==> src/rtl/irqq_pkg.sv <==
package irqq_pkg;
   localparam int unsigned IRQQ_ACK_BIT     = 15;
   localparam int unsigned IRQQ_FRAME_BIT   = 12;
   localparam int unsigned IRQQ_CHAN_W      = 5;
   localparam int unsigned IRQQ_UNIT_WORDS  = 16;

   function automatic logic [31:0] irqq_ack_entry();
      logic [31:0] e;
      e = '0;
      e[IRQQ_ACK_BIT] = 1'b1;
      return e;
   endfunction

   function automatic logic [31:0] irqq_frame_entry(input logic [IRQQ_CHAN_W-1:0] ch);
      logic [31:0] e;
      e = '0;
      e[IRQQ_FRAME_BIT] = 1'b1;
      e[IRQQ_CHAN_W-1:0] = ch;
      return e;
   endfunction
endpackage

==> src/rtl/irqq_arbiter.sv <==
module irqq_arbiter #(
   parameter int unsigned NUM_SRC = 4
) (
   input  logic [NUM_SRC-1:0] req,
   output logic [NUM_SRC-1:0] grant
);
   logic [NUM_SRC:0] seen;

   assign seen[0] = 1'b0;
   for (genvar i = 0; i < NUM_SRC; i++) begin : g_pri
      assign grant[i]  = req[i] & ~seen[i];
      assign seen[i+1] = seen[i] | req[i];
   end
endmodule

==> src/rtl/irqq_pointer.sv <==
module irqq_pointer #(
   parameter int unsigned ADDR_W     = 32,
   parameter int unsigned SIZE_W     = 8,
   parameter int unsigned UNIT_WORDS = 16,
   parameter int unsigned WORD_BYTES = 4
) (
   input  logic              clk,
   input  logic              rst_n,
   input  logic              load,
   input  logic [ADDR_W-1:0] load_base,
   input  logic [SIZE_W-1:0] load_units,
   input  logic              advance,
   output logic [ADDR_W-1:0] wr_ptr,
   output logic              base_nz
);
   localparam int unsigned UNIT_BYTES = UNIT_WORDS * WORD_BYTES;

   logic [ADDR_W-1:0] base_q, end_q, ptr_q;
   logic [ADDR_W-1:0] ring_len, ptr_inc;

   assign ring_len = ADDR_W'((32'(load_units) + 32'd1) * UNIT_BYTES);
   assign ptr_inc  = ptr_q + ADDR_W'(WORD_BYTES);

   always_ff @(posedge clk) begin
      if (!rst_n) begin
         base_q <= '0;
         end_q  <= '0;
         ptr_q  <= '0;
      end else if (load) begin
         base_q <= load_base;
         end_q  <= load_base + ring_len;
         ptr_q  <= load_base;
      end else if (advance) begin
         ptr_q  <= (ptr_inc >= end_q) ? base_q : ptr_inc;
      end
   end

   assign wr_ptr  = ptr_q;
   assign base_nz = |base_q;
endmodule

==> src/rtl/irq_queue_writer.sv <==
module irq_queue_writer #(
   parameter int unsigned NUM_SRC = 4,
   parameter int unsigned ADDR_W  = 32,
   parameter int unsigned DATA_W  = 32,
   parameter int unsigned SIZE_W  = 8
) (
   input  logic                      clk,
   input  logic                      rst_n,
   input  logic                      define_valid,
   input  logic [ADDR_W-1:0]         define_base,
   input  logic [DATA_W-1:0]         define_size,
   input  logic [NUM_SRC-1:0]        post_valid,
   input  logic [NUM_SRC*DATA_W-1:0] post_data,
   output logic [NUM_SRC-1:0]        post_ready,
   output logic                      mem_req,
   output logic [ADDR_W-1:0]         mem_addr,
   output logic [DATA_W-1:0]         mem_wdata,
   input  logic                      mem_gnt,
   output logic                      irq_pulse
);
   import irqq_pkg::*;

   localparam int unsigned WORD_BYTES = DATA_W / 8;
   localparam int unsigned MARK_BIT   = DATA_W - 1;

   if (NUM_SRC < 1) begin : g_bad_src
      $error("NUM_SRC must be at least 1");
   end
   if (DATA_W % 8 != 0 || DATA_W < 16) begin : g_bad_data
      $error("DATA_W must be a whole number of bytes and at least 16");
   end
   if (SIZE_W > DATA_W || SIZE_W + 8 > ADDR_W) begin : g_bad_size
      $error("SIZE_W does not fit the data or address width");
   end

   logic                busy_q, irq_q;
   logic [DATA_W-1:0]   held_q;
   logic [NUM_SRC-1:0]  grant;
   logic [DATA_W-1:0]   chosen;
   logic [ADDR_W-1:0]   wr_ptr;
   logic                base_nz, base_ok, take, done, kill;

   irqq_arbiter #(.NUM_SRC(NUM_SRC)) u_arb (
      .req   (post_valid & {NUM_SRC{~busy_q}}),
      .grant (grant)
   );

   always_comb begin
      chosen = '0;
      for (int i = 0; i < NUM_SRC; i++) begin
         if (grant[i]) chosen = post_data[i*DATA_W +: DATA_W];
      end
   end

   irqq_pointer #(
      .ADDR_W     (ADDR_W),
      .SIZE_W     (SIZE_W),
      .UNIT_WORDS (IRQQ_UNIT_WORDS),
      .WORD_BYTES (WORD_BYTES)
   ) u_ptr (
      .clk        (clk),
      .rst_n      (rst_n),
      .load       (define_valid),
      .load_base  (define_base),
      .load_units (define_size[SIZE_W-1:0]),
      .advance    (done),
      .wr_ptr     (wr_ptr),
      .base_nz    (base_nz)
   );

   assign base_ok = define_valid ? (|define_base) : base_nz;
   assign take    = (|grant) & base_ok;
   assign done    = busy_q & mem_gnt;
   assign kill    = define_valid & ~(|define_base);

   always_ff @(posedge clk) begin
      if (!rst_n) begin
         busy_q <= 1'b0;
         held_q <= '0;
         irq_q  <= 1'b0;
      end else begin
         irq_q <= done;
         if (take) begin
            busy_q <= 1'b1;
            held_q <= chosen | (DATA_W'(1) << MARK_BIT);
         end else if (done || kill) begin
            busy_q <= 1'b0;
         end
      end
   end

   assign post_ready = grant;
   assign mem_req    = busy_q;
   assign mem_addr   = wr_ptr;
   assign mem_wdata  = held_q;
   assign irq_pulse  = irq_q;
endmodule

==> config.mk <==
export PLATFORM = sky130hd
export DESIGN_NAME = irq_queue_writer
export DESIGN_NICKNAME = d
export VERILOG_FILES = /design/src/rtl/irqq_pkg.sv /design/src/rtl/irqq_arbiter.sv /design/src/rtl/irqq_pointer.sv /design/src/rtl/irq_queue_writer.sv
export SDC_FILE = /design/constraint.sdc
export NUM_CORES = 1
export LEC_CHECK = 0
export CAP_MARGIN = 10
export CORE_MARGIN = 2
export CORE_UTILIZATION = 46
export DETAILED_ROUTE_END_ITERATION = 10
export GPL_TIMING_DRIVEN = 0
export PLACE_DENSITY_LB_ADDON = 0.1
export SETUP_SLACK_MARGIN = 0.02
export SLEW_MARGIN = 40
export SYNTH_ARGS = -nofsm -noshare
export SYNTH_HDL_FRONTEND = slang
export SYNTH_SLANG_ARGS = --single-unit
==> constraint.sdc <==
create_clock -name clk -period 5.4 [get_ports clk]
set_input_delay 0.54 -clock clk [delete_from_list [all_inputs] [get_ports clk]]
set_output_delay 0.54 -clock clk [all_outputs]
set_load 0.01 [all_outputs]
After elaboration in Yosys (flattened, before gate mapping):

Cells that the tools add are included.

* register bits: 130
* input port bits: 200
* output and inout port bits: 70
* logic and storage cells: 40

* add/subtract/negate cells: 3
* order comparisons: 1
* mux-type cells: 10
* bitwise gates (word level): 14
* reductions and logical operators: 6

Operators by type and width (count)
* two-way mux 31 bit: 4
* two-way mux 32 bit: 3
* OR reduction 32 bit: 2
* adder 32 x 3 -> 32 bit (second input constant): 1
* adder 32 bit: 1
* >= comparator 32 bit: 1
* adder 8 x 1 -> 9 bit (second input constant): 1
* AND 1 bit: 6
* inverter 1 bit: 5
* AND 4 bit: 1
* nonzero test 2 bit: 2
* OR reduction 4 bit: 1
* two-way mux 1 bit: 3
* OR 1 bit: 2
* logical OR 1 bit: 1

Logic depth before layout (Yosys ltp):

Gate-level depths: netlist (run 1).

* depth after elaboration: 9
* depth in mapped cells: 15
* mapped depth without buffers: 14

Hierarchy:

A second synthesis (run 1) with hierarchy kept.

* cells, all modules: 1106
* area, all modules: 8948.6 µm²

By module, submodules not included
* irqq_pointer: instances 1, cells each 660, area each 5785.5 µm², seq. area each 1801.7 µm²
* irq_queue_writer: instances 1, cells each 442, area each 3126.7 µm², seq. area each 680.7 µm²
* irqq_arbiter: instances 1, cells each 4, area each 36.3 µm², seq. area each 0.0 µm²

Worst setup path after synthesis (run 1):

No wires, ideal clock.

* path kind: register to register
* start: register u_ptr.ptr_q[18] (netlist: u_ptr.wr_ptr[18])
* end: register u_ptr.ptr_q[1] (netlist: u_ptr.wr_ptr[1])
* library setup time: 0.122 ns
* arrival time: 3.893 ns
* data required time: 5.278 ns
* slack: 1.386 ns
* stages on the path, launching flop included: 15
* buffers on the path: 0
* period minus slack after synthesis: 4.014 ns
* path through: dfxtp_1 -> nand4_1 -> nor4_1 -> nand3_1 -> nor4_1 -> nand3_1 -> xnor2_1 -> ha_1 -> nand4_1 -> or4_1 -> or4_1 -> o22ai_2 -> nor2_2 -> o21a_1 -> o311a_1

* word-level cells in the longest chain between the ends: 5

Ends and longest elaborated chain
* from (decl): line irqq_pointer.sv:18 `logic [ADDR_W-1:0] base_q, end_q, ptr_q;`
* from (signal assigned): line irqq_pointer.sv:32 `ptr_q <= load_base;`
* from (signal assigned): line irqq_pointer.sv:34 `ptr_q <= (ptr_inc >= end_q) ? base_q : ptr_inc;`
* adder 32 x 3 -> 32 bit: line irqq_pointer.sv:22 `assign ptr_inc = ptr_q + ADDR_W'(WORD_BYTES);`
* >= comparator 32 bit: line irqq_pointer.sv:34
* two-way mux 32 bit: line irqq_pointer.sv:34
* two-way mux 32 bit: line irqq_pointer.sv:33 `end else if (advance) begin`
* two-way mux 32 bit: line irqq_pointer.sv:29 `end else if (load) begin`

No other way between the ends. The select of a mux whose other input is x is not followed.
A chain may end at the register's enable or synchronous reset.

Final worst setup path (run 1):

* start: register u_ptr.ptr_q[19] (netlist: u_ptr.wr_ptr[19])
* end: register u_ptr.ptr_q[12] (netlist: u_ptr.wr_ptr[12])

The elaborated chain is that of the path after synthesis.

==> results of run 1 <==
## metal layers
| layer | part of all wire (%) | wire length, um | GRT usage [%] | up-vias |
|---|---|---|---|---|
| met1 | 42 | 11700 | 42.2 | 3844 |
| li1 | - | - | - | 3797 |
| met5 | 0 | 0 | 0 | - |
| met4 | 3.0 | 827 | 11.8 | 0 |
| met3 | 8.1 | 2270 | 6.84 | 68 |
| met2 | 47 | 13200 | 51.7 | 439 |
## area by class of cell
cell class	count	area, um2	share of cell area, %
Buffer	60	233	2.18
Clock buffer	18	439	4.12
Clock inverter	14	146	1.37
Inverter	46	173	1.62
Multi-Input combinational cell	645	4560	42.7
Sequential cell	124	2480	23.3
Tap cell	216	270	2.53
Timing Repair Buffer	236	2360	22.1
## worst min-delay path by stage
stage,from,to,slack (ns),cells after the start
final,u_ptr.end_q[17],u_ptr.end_q[17],0.48,2
after global routing,u_ptr.end_q[23],u_ptr.end_q[23],0.51,2
after CTS,u_ptr.end_q[21],u_ptr.end_q[21],0.48,2
after detailed placement,u_ptr.end_q[21],u_ptr.end_q[21],0.48,2
after global placement,u_ptr.end_q[17],u_ptr.end_q[17],0.47,2
after floorplan,u_ptr.end_q[10],u_ptr.end_q[10],0.46,2
## registers in the layout, summed over array words and instances, names as in the netlist
register	flops
u_ptr.wr_ptr	32
mem_req	1
irq_pulse	1
u_ptr.base_q	26
u_ptr.end_q	32
mem_wdata	32
## logic make-up after synthesis
family,synth area share [%]
buffers and inverters,5.45
AOI/OAI and AO/OA,20.9
muxes,8.50
DFF,33.5
xor gates and xnor gates,5.79
and+or+nand+nor,18.2
adders and majority gates,7.69
## power by group
part / switching (mW) / leakage (nW) / total [mW] / internal, mW
logic: 0.375 / 2.78 / 0.750 / 0.375
registers: 0.0623 / 1.03 / 1.05 / 0.988
clock network: 0.449 / 0.270 / 1.14 / 0.689
total: 0.886 / 4.07 / 2.94 / 2.05
## synth_stat cells (all sizes together) (2+ instances only)
library cell  count
inv              46
nor4             21
nand2            70
or2               3
buf               4
nand4            18
o221ai            2
o21bai            2
a211oi           12
and3              7
a21boi            5
nor2             93
o311a             4
o211a             2
a21oi            27
a221oi            4
o22ai            29
o21a              2
nand2b            8
and4              5
clkbuf           56
a2111oi           2
nor2b             2
dfxtp           124
nor3             17
o21ai            18
a22oi            24
nand3            20
mux2i            63
or4               2
ha               44
a311oi           33
xnor2            35
or3               6
xor2             14
nor3b             5
a222oi           31
and2              4
## critical path, cell delays in order, from the launching register on
cell and delay, ns:
dfxtp_1 0.56, nand4_1 0.35, nor4_1 0.57, nand3_1 0.18, nor4_1 0.36, nand3_1 0.16, xnor2_1 0.21, ha_1 0.35
nand4_1 0.17, or4_1 0.64, or4_1 0.46, o22ai_2 0.20, nor2_2 0.11, buf_2 0.26, mux2i_1 0.21, o22ai_1 0.10
==> out/metrics.yaml, run 1 <==
status: "complete, no violations"
cts_max_path_buffers: 2
io_pins: 270
drt-wirelength-per-cell_um: 20.6
syn_area_mm2: 0.00742
fin_skew_ns: 0.00731
path_clk_slew_ns: 0.06
netlist_top_cells_area: "dfxtp_1 33%, mux2i_1 8.5%, ha_1 7.4%"
ys_seq_elements: 124
ant_nets: 0
min_path_type: "register to register"
area_delta_synth_final_pct: 43.8
rows: 46
diodes: 0
drive_gt1_share_pct: 4.02
io_buffers: 236
yosys_warnings: 0
clock_latency_ns: 0.43
grt_overflow_total: 0
hold_viol: 0
grtUsageTotal_pct: 32.0
dr.pass1.iters: 9
synth_nets: 1120
gp_congestion: 0.953
vias: 8148
power_density_mw_per_mm2: 275
fin_crit_sh_pct: 93.2
postCtsSetupBuffers: 0
core_area_mm2: 0.0158
crit_required_ns: 5.68
setup_tns_ns: 0
final_cell_mix: "236 x clkdlybuf4s50_1, 124 x dfxtp_1, 92 x nor2_1, 70 x nand2_1, 63 x mux2i_1"
clock_tree.root_cell: "clkbuf_16"
synth_edf_count: 0
cts_sinks: 124
period_minus_slack_ns: 5.03
fin_util_pct: 67.4
startpoint: "u_ptr.wr_ptr[19]"
slew_viol_final: 0
dp.cells: 1327
fin_ws_ns: 0.370
final_nets: 1375
path_max_fanout: 10
fillCellCount: 1334
worstMarginPinSlew_ns: 0.865
setup_viol: 0
drtIter0Drc: 923
die_w_um: 131
dieHeight_um: 131
grt_pass1_wl_mm: 41.8
instances_no_fill: 1359
grt_setup_unrepaired: "false"
tritoncts: "yes"
dp_slack_ns: 0.552
syn_inst: 875
fmax_mhz: 199
place_area_mm2: 0.0101
ctsHoldBuffers: 0
yosysSeqAreaShare_pct: 33.5
maxCapViolCount: 0
r2r_setup_slack_ns: 0.37
syn_area_per_cell_um2: 8.48
vias_per_cell: 6.00
synth_cell_type_count: 56
leakage_nw: 4.07
grt_max_degree: 17
cts_buffers: 17
drc: 0
synth_top_area_share_pct: 33.5
async_flop_share_pct: 0
dp_hpwl_mm: 21.1
worstRegToRegCells: 15
cts_resized: 0
grt_pass1_vias: 7677
end_kind: "register"
arrival_ns: 5.31
path_class: "register to register"
r2r_start: "u_ptr.wr_ptr[19]"
relSlewSlack_pct: 42.3
fin_worst_hold_slack_ns: 0.483
die_area_mm2: 0.0172
r2r_end: "u_ptr.wr_ptr[12]"
cp-start-kind: "register"
antenna_found_initial: 0
routed_wl_mm: 28.0
vdd_drop_max_mv: 0.225
synth_area_leader_cell: "dfxtp_1"
finalPower_mw: 2.94
start_util_pct: 46.9
endpoint: "u_ptr.wr_ptr[12]"
h-tree-depth: 4
synthFlopType: "dfxtp_1"
final_common_cell: "clkdlybuf4s50_1"
final_area_mm2: 0.0107
Note: power is estimated with default switching activity, not from simulation.
==> run 2, diff against run 1 <==
--- a/config.mk
+++ b/config.mk
@@ -8,6 +8,7 @@
 export CAP_MARGIN = 10
 export CORE_MARGIN = 2
 export CORE_UTILIZATION = 46
+export CTS_CLUSTER_DIAMETER = 80
 export DETAILED_ROUTE_END_ITERATION = 10
 export GPL_TIMING_DRIVEN = 0
 export PLACE_DENSITY_LB_ADDON = 0.1
==> results of run 2 <==
Final layout, timing and power as in run 1 (identical DEF).
